### src/rtl/irq_route_pkg.sv
package irq_route_pkg;

    localparam int NLVL = 4;
    localparam int LVLW = $clog2(NLVL);
    localparam int GRPW = 2;

    typedef logic [LVLW-1:0] level_t;

    localparam level_t EL1 = level_t'(1);
    localparam level_t EL2 = level_t'(2);
    localparam level_t EL3 = level_t'(3);

    typedef enum logic [GRPW-1:0] {
        GRP_SEC0 = 2'd0,
        GRP_SEC1 = 2'd1,
        GRP_NS1  = 2'd2,
        GRP_RSVD = 2'd3
    } grp_t;

    typedef enum logic {
        LINE_IRQ = 1'b0,
        LINE_FIQ = 1'b1
    } line_t;

    typedef struct packed {
        logic   take;
        line_t  line;
        level_t level;
    } decision_t;

    // Line choice for one group tag seen from the current security state.
    function automatic line_t group_line(input grp_t g, input logic secure);
        case (g)
            GRP_SEC1: group_line = secure  ? LINE_IRQ : LINE_FIQ;
            GRP_NS1:  group_line = !secure ? LINE_IRQ : LINE_FIQ;
            default:  group_line = LINE_FIQ;
        endcase
    endfunction

    // Target level of the normal line.
    function automatic level_t irq_target(input logic secure, input logic to_el2);
        irq_target = (!secure && to_el2) ? EL2 : EL1;
    endfunction

    // Taken now: target above current, or equal with the mask clear.
    function automatic logic can_take(input level_t tgt, input level_t cur,
                                      input logic mask_at_cur);
        can_take = (tgt > cur) || ((tgt == cur) && !mask_at_cur);
    endfunction

endpackage

### src/rtl/irq_route_classify.sv
module irq_route_classify
    import irq_route_pkg::*;
#(
    parameter int NSRC = 4
) (
    input  logic [NSRC-1:0]      pend,
    input  logic [GRPW*NSRC-1:0] grp,
    input  logic                 secure,
    output logic                 fiq_req,
    output logic                 irq_req
);
    logic [NSRC-1:0] is_fiq;
    logic [NSRC-1:0] is_irq;

    for (genvar i = 0; i < NSRC; i++) begin : g_src
        line_t ln;
        assign ln        = group_line(grp_t'(grp[i*GRPW +: GRPW]), secure);
        assign is_fiq[i] = pend[i] && (ln == LINE_FIQ);
        assign is_irq[i] = pend[i] && (ln == LINE_IRQ);
    end

    assign fiq_req = |is_fiq;
    assign irq_req = |is_irq;

endmodule

### src/rtl/irq_route_gate.sv
module irq_route_gate
    import irq_route_pkg::*;
(
    input  logic            clk,
    input  logic            rst,
    input  logic            fiq_req,
    input  logic            irq_req,
    input  level_t          cur_level,
    input  logic            secure,
    input  logic            to_el2,
    input  logic [NLVL-1:0] irq_mask,
    input  logic [NLVL-1:0] fiq_mask,
    output decision_t       dec
);
    level_t irq_tgt;
    logic   fiq_ok;
    logic   irq_ok;

    assign irq_tgt = irq_target(secure, to_el2);
    assign fiq_ok  = fiq_req && can_take(EL3, cur_level, fiq_mask[cur_level]);
    assign irq_ok  = irq_req && can_take(irq_tgt, cur_level, irq_mask[cur_level]);

    always_comb begin
        dec.take  = fiq_ok || irq_ok;
        dec.line  = fiq_ok ? LINE_FIQ : LINE_IRQ;
        dec.level = fiq_ok ? EL3 : irq_tgt;
    end

    // the fast line wins when both qualify
    p_fiq_first_r10: assert property (@(posedge clk) disable iff (rst)
        (fiq_ok && irq_ok) |-> (dec.line == LINE_FIQ && dec.level == EL3));

endmodule

### src/rtl/irq_route_state.sv
module irq_route_state
    import irq_route_pkg::*;
(
    input  logic            clk,
    input  logic            rst,
    input  decision_t       dec,
    input  logic            ret_valid,
    input  level_t          ret_level,
    input  logic            ret_secure,
    input  logic [NLVL-1:0] ret_irq_mask,
    input  logic [NLVL-1:0] ret_fiq_mask,
    output logic            take_q,
    output line_t           line_q,
    output level_t          tlevel_q,
    output level_t          level_q,
    output logic            secure_q,
    output logic [NLVL-1:0] irq_mask_q,
    output logic [NLVL-1:0] fiq_mask_q
);
    always_ff @(posedge clk) begin
        if (rst) begin
            take_q     <= 1'b0;
            line_q     <= LINE_IRQ;
            tlevel_q   <= '0;
            level_q    <= EL3;
            secure_q   <= 1'b1;
            irq_mask_q <= '1;
            fiq_mask_q <= '1;
        end else if (ret_valid) begin
            take_q     <= 1'b0;
            level_q    <= ret_level;
            secure_q   <= ret_secure;
            irq_mask_q <= ret_irq_mask;
            fiq_mask_q <= ret_fiq_mask;
        end else begin
            take_q <= dec.take;
            if (dec.take) begin
                line_q                <= dec.line;
                tlevel_q              <= dec.level;
                level_q               <= dec.level;
                irq_mask_q[dec.level] <= 1'b1;
                fiq_mask_q[dec.level] <= 1'b1;
                if (dec.line == LINE_FIQ) secure_q <= 1'b1;
            end
        end
    end

    // every fast-line take lands at EL3
    p_fiq_el3_r3: assert property (@(posedge clk) disable iff (rst)
        (take_q && line_q == LINE_FIQ) |-> (tlevel_q == EL3));

    // never taken to a level below the one held before
    p_no_lower_r5: assert property (@(posedge clk) disable iff (rst)
        take_q |-> (tlevel_q >= $past(level_q)));

    // same-level IRQ take needs that level's IRQ mask clear
    p_irq_mask_r6: assert property (@(posedge clk) disable iff (rst)
        (take_q && line_q == LINE_IRQ && tlevel_q == $past(level_q))
            |-> !$past(irq_mask_q[level_q]));

    // same-level FIQ take needs that level's FIQ mask clear
    p_fiq_mask_r6: assert property (@(posedge clk) disable iff (rst)
        (take_q && line_q == LINE_FIQ && tlevel_q == $past(level_q))
            |-> !$past(fiq_mask_q[level_q]));

    // entry leaves state at the target with both masks set
    p_entry_state_r8: assert property (@(posedge clk) disable iff (rst)
        take_q |-> (level_q == tlevel_q && irq_mask_q[tlevel_q] && fiq_mask_q[tlevel_q]));

    // a return loads its level and suppresses a take
    p_ret_load_r9: assert property (@(posedge clk) disable iff (rst)
        ($past(ret_valid) && !$past(rst)) |-> (level_q == $past(ret_level) && !take_q));

endmodule

### src/rtl/irq_route_top.sv
module irq_route_top
    import irq_route_pkg::*;
#(
    parameter int NSRC = 4
) (
    input  logic                 clk,
    input  logic                 rst,
    input  logic [NSRC-1:0]      src_pend,
    input  logic [GRPW*NSRC-1:0] src_grp,
    input  logic                 hyp_irq_to_el2,
    input  logic                 ret_valid,
    input  logic [LVLW-1:0]      ret_level,
    input  logic                 ret_secure,
    input  logic [NLVL-1:0]      ret_irq_mask,
    input  logic [NLVL-1:0]      ret_fiq_mask,
    output logic                 take_o,
    output logic                 take_line_o,
    output logic [LVLW-1:0]      take_level_o,
    output logic [LVLW-1:0]      cur_level_o,
    output logic                 cur_secure_o,
    output logic [NLVL-1:0]      irq_mask_o,
    output logic [NLVL-1:0]      fiq_mask_o
);
    logic      fiq_req;
    logic      irq_req;
    decision_t dec;
    line_t     line_q;
    level_t    tlevel_q;
    level_t    level_q;

    irq_route_classify #(.NSRC(NSRC)) u_classify (
        .pend    (src_pend),
        .grp     (src_grp),
        .secure  (cur_secure_o),
        .fiq_req (fiq_req),
        .irq_req (irq_req)
    );

    irq_route_gate u_gate (
        .clk       (clk),
        .rst       (rst),
        .fiq_req   (fiq_req),
        .irq_req   (irq_req),
        .cur_level (level_q),
        .secure    (cur_secure_o),
        .to_el2    (hyp_irq_to_el2),
        .irq_mask  (irq_mask_o),
        .fiq_mask  (fiq_mask_o),
        .dec       (dec)
    );

    irq_route_state u_state (
        .clk          (clk),
        .rst          (rst),
        .dec          (dec),
        .ret_valid    (ret_valid),
        .ret_level    (level_t'(ret_level)),
        .ret_secure   (ret_secure),
        .ret_irq_mask (ret_irq_mask),
        .ret_fiq_mask (ret_fiq_mask),
        .take_q       (take_o),
        .line_q       (line_q),
        .tlevel_q     (tlevel_q),
        .level_q      (level_q),
        .secure_q     (cur_secure_o),
        .irq_mask_q   (irq_mask_o),
        .fiq_mask_q   (fiq_mask_o)
    );

    assign take_line_o  = line_q;
    assign take_level_o = tlevel_q;
    assign cur_level_o  = level_q;

endmodule

### config.mk
export PLATFORM = sky130hd
export DESIGN_NAME = irq_route_top
export DESIGN_NICKNAME = d
export VERILOG_FILES = /design/src/rtl/irq_route_pkg.sv /design/src/rtl/irq_route_classify.sv /design/src/rtl/irq_route_gate.sv /design/src/rtl/irq_route_state.sv /design/src/rtl/irq_route_top.sv
export SDC_FILE = /design/constraint.sdc
export NUM_CORES = 1
export LEC_CHECK = 0
export CAP_MARGIN = 30
export CORE_AREA = 8 8 55 57
export CTS_CLUSTER_DIAMETER = 120
export DETAILED_ROUTE_END_ITERATION = 10
export DIE_AREA = 0 0 63 65
export GPL_ROUTABILITY_DRIVEN = 1
export PLACE_DENSITY = 0.82
export SLEW_MARGIN = 20
export SYNTH_ARGS = -nofsm -noshare
export SYNTH_HDL_FRONTEND = slang
export SYNTH_HIERARCHICAL = 1
export SYNTH_SLANG_ARGS = --single-unit
### constraint.sdc
create_clock -name clk -period 4 [get_ports clk]
set_input_delay 0.4 -clock clk [delete_from_list [all_inputs] [get_ports clk]]
set_output_delay 0.4 -clock clk [all_outputs]
set_load 0.03 [all_outputs]
==> flow_metrics.env <==
export IMPL_synth_top_family_by_area="simple AND/OR/NAND/NOR gates"
export IMPL_power_per_cell_area_nw_per_um2=280.9
export IMPL_synth_area_um2=925.9
export IMPL_holdPathStages=2
export IMPL_avgRoutedWirePerCell_um=13.66
export IMPL_hp_class="reg -> reg"
export IMPL_synth_seq_area_share=0.3243
export IMPL_post_cts_buffers=0
export IMPL_fin_hold_ws_ns=0.4625
export IMPL_grt_pass1_vias=967
export IMPL_crit_path_end_kind="flip-flop"
export IMPL_nFillCells=197
export IMPL_grt_pass1_wl_um=4167
export IMPL_reg2reg_from="u_state/secure_q$_SDFFE_PP1P_"
export IMPL_yosysWarnings=6
export IMPL_critPathKind="in -> reg"
export IMPL_syn_nets=147
export IMPL_cap_violations=0
export IMPL_viasPerCell=5.173
export IMPL_antenna_found_initial=0
export IMPL_cts_root_buf="clkbuf_4"
export IMPL_port_buffers=41
export IMPL_finalCritPeriodShare=0.6057
export IMPL_wl_met2_um=1189
export IMPL_syn_inst=112
export IMPL_grt_overflow=0
export IMPL_worstHoldEndpoint="u_state/tlevel_q[0]$_SDFFE_PP0P_"
export IMPL_syn_to_final_growth_pct=46.35
export IMPL_avgSynthCellArea_um2=8.267
export IMPL_synth_ff_latch_count=15
export IMPL_start_util=0.4310
export IMPL_hold_viol=0
export IMPL_row_count=17
export IMPL_reg2reg_slack_ns=1.82
export IMPL_ctsResizeCount=0
export IMPL_die_width_um=63
export IMPL_fin_nets=187
export IMPL_synth_mux_area_frac=0.07027
export IMPL_clk_path_buf_depth=2
export IMPL_insertion_delay_ns=0.28
export IMPL_fin_crit_ns=2.423
export IMPL_p_leak_uw=0.0005659
export IMPL_synth_compound_area_frac=0.1027
export IMPL_synth_cell_types=32
export IMPL_cts_tree="built"
export IMPL_synth_xor_area_share=0
export IMPL_crit_arrival_ns=2.59
export IMPL_grt_usage=0.1209
export IMPL_timing_rr_end="u_state/irq_mask_q[2]$_SDFFE_PP1P_"
export IMPL_grt_max_degree=22
export IMPL_route_detailed_drc=0
export IMPL_r2r_cells=9
export IMPL_synth_adder_area_share=0.1081
export IMPL_drtAntennaViolNets=0
export IMPL_place_gp_congestion=0.8178
export IMPL_top_layer_used="met4"
export IMPL_dieArea_um2=4095
export IMPL_maxSlewHeadroom=0.5432
export IMPL_coreArea_um2=2148
export IMPL_worstPathMaxFanout=8
export IMPL_ir_drop_v=0.0002886
export IMPL_critical_path_required_ns=4.17
export IMPL_cts_sink_count=15
export IMPL_setup_tns_ns=0
export IMPL_status="completed"
export IMPL_first_iter_violations=12
export IMPL_die_height_um=65
export IMPL_drt_total_wl_um=2445
export IMPL_worst_pin_slew_ns=0.6830
export IMPL_hold_buffers=0
export IMPL_wl_met3_um=205
export IMPL_layout_drive_gt1_share=0.05960
export IMPL_fmax_ghz=0.4128
export IMPL_num_vias=926
export IMPL_path_clk_slew_ns=0.08
export IMPL_cts_buffers=3
export IMPL_rsz0062_at_grt="no"
export IMPL_setup_viol=0
export IMPL_ios=42
export IMPL_htreeDepth=1
export IMPL_finClkSkew_ns=0.002731
export IMPL_firstDrtPassIters=4
export IMPL_worstHoldStart="u_state/tlevel_q[0]$_SDFFE_PP0P_"
export IMPL_worstSetupStartpointType="input pin"
export IMPL_slew_violations=0
export IMPL_dp_hpwl_um=1968
export IMPL_n_antenna_cell=0
export IMPL_yosys_area_share_simple=0.3122
export IMPL_met1Wirelength_um=1021
[per-stage QoR]
step,cell area (um^2),std cells,worst slack (ns),power (uW),utilization
floorplan,925.9,112,1.810,248.9,-
global placement,1329,175,1.305,298.3,0.6185
detailed placement,1329,175,1.258,301.2,0.6185
CTS,1355,179,1.554,386.3,0.6308
global route,1355,179,1.363,408.4,0.6308
finish,1355,179,1.577,380.6,0.6308
[flip-flops by register name (all words and copies together), names as in the netlist]
name,cells
u_state/line_q,1
u_state/fiq_mask_q,4
u_state/level_q,2
u_state/take_q,1
u_state/secure_q,1
u_state/irq_mask_q,4
u_state/tlevel_q,2
[report_power, final]
part           internal (uW)  leakage, uW  total [uW]  switching, uW
combinational           64.9     0.000427         130           64.9
clock                   38.7    0.0000150        83.1           44.4
sequential               160     0.000124         168           8.00
[kinds of logic after synthesis]
logic type               count (synthesis)
AND/OR/NAND/NOR                         51
AO/OA/AOI/OAI                           17
buffers and inverters                   15
flip-flops                              15
adder cells (fa/ha/maj)                  8
multiplexers                             6
[final cells by class]
| cell class | count | area (um^2) | share of cell area |
|---|---|---|---|
| Tap cell | 28 | 35.03 | 0.02585 |
| Multi-Input combinational cell | 82 | 549.3 | 0.4054 |
| Sequential cell | 15 | 300.3 | 0.2216 |
| Inverter | 9 | 33.78 | 0.02493 |
| Timing Repair Buffer | 41 | 410.4 | 0.3029 |
| Clock buffer | 4 | 26.28 | 0.01939 |
[synth_stat cells]
master    count  area share
nor2b_1       1      0.0068
buf_6         1       0.012
or2_1         1      0.0068
nand2_2       1      0.0068
nand3b_1      1      0.0081
a41o_1        1       0.011
clkbuf_1      1      0.0041
buf_2         1      0.0054
nor4_1        4       0.027
or4_1         1      0.0081
dfxtp_1      15        0.32
o21ai_0       4       0.022
mux2_2        4       0.049
nand2_1       7       0.028
and2b_1       1      0.0081
nor3b_1      11       0.089
o21ai_1       1      0.0054
buf_4         3       0.024
a211oi_1      1      0.0081
nor2_1       10       0.041
nand3_1       3       0.016
or2b_1        1      0.0081
inv_1         8       0.032
inv_2         1      0.0041
nor3_1        4       0.022
nand4_1       1      0.0068
o21bai_1      1      0.0081
mux2i_1       2       0.022
a21oi_1       9       0.049
and3b_1       1      0.0095
nand2b_1      3       0.020
ha_1          8        0.11
[critical path, cell delays in order]
cell and delay, ns:
clkdlybuf4s50_1 0.49, inv_1 0.05, ha_1 0.18, mux2_2 0.27, o21ai_0 0.18, nand4_1 0.13
nand2_2 0.10, inv_2 0.05, a41o_1 0.29, and3b_1 0.22, nor4_1 0.17, nor2_1 0.08
[worst max path at each step]
| stage | end | startpoint | slack [ns] | cells past startpoint |
|---|---|---|---|---|
| floorplan | u_state/fiq_mask_q[2]$_SDFFE_PP1P_ | u_state/secure_q$_SDFFE_PP1P_ | 1.81 | 8 |
| global placement | u_state/fiq_mask_q[2]$_SDFFE_PP1P_ | src_grp[6] | 1.30 | 12 |
| detailed placement | u_state/irq_mask_q[2]$_SDFFE_PP1P_ | src_grp[6] | 1.26 | 12 |
| CTS | u_state/irq_mask_q[2]$_SDFFE_PP1P_ | src_grp[6] | 1.55 | 12 |
| global route | u_state/irq_mask_q[2]$_SDFFE_PP1P_ | src_grp[6] | 1.36 | 12 |
| finish | u_state/irq_mask_q[2]$_SDFFE_PP1P_ | src_grp[6] | 1.58 | 12 |
[cell usage in the layout (no fill, tap or decap), types with 2 or more instances in the layout]
master,n
a21oi_1,9
clkbuf_4,3
clkdlybuf4s50_1,41
dfxtp_1,15
ha_1,8
inv_1,8
mux2_2,4
mux2i_1,2
nand2_1,7
nand2b_1,3
nand3_1,3
nor2_1,10
nor3_1,4
nor3b_1,11
nor4_1,4
o21ai_0,4
[layer usage]
metal  global-route usage  vias up
met1               0.1208      424
met5                    0        -
li1                     -      465
met3              0.04811        2
met4              0.04274        0
met2               0.2228       35
Note: power is estimated with default switching activity, not from simulation.
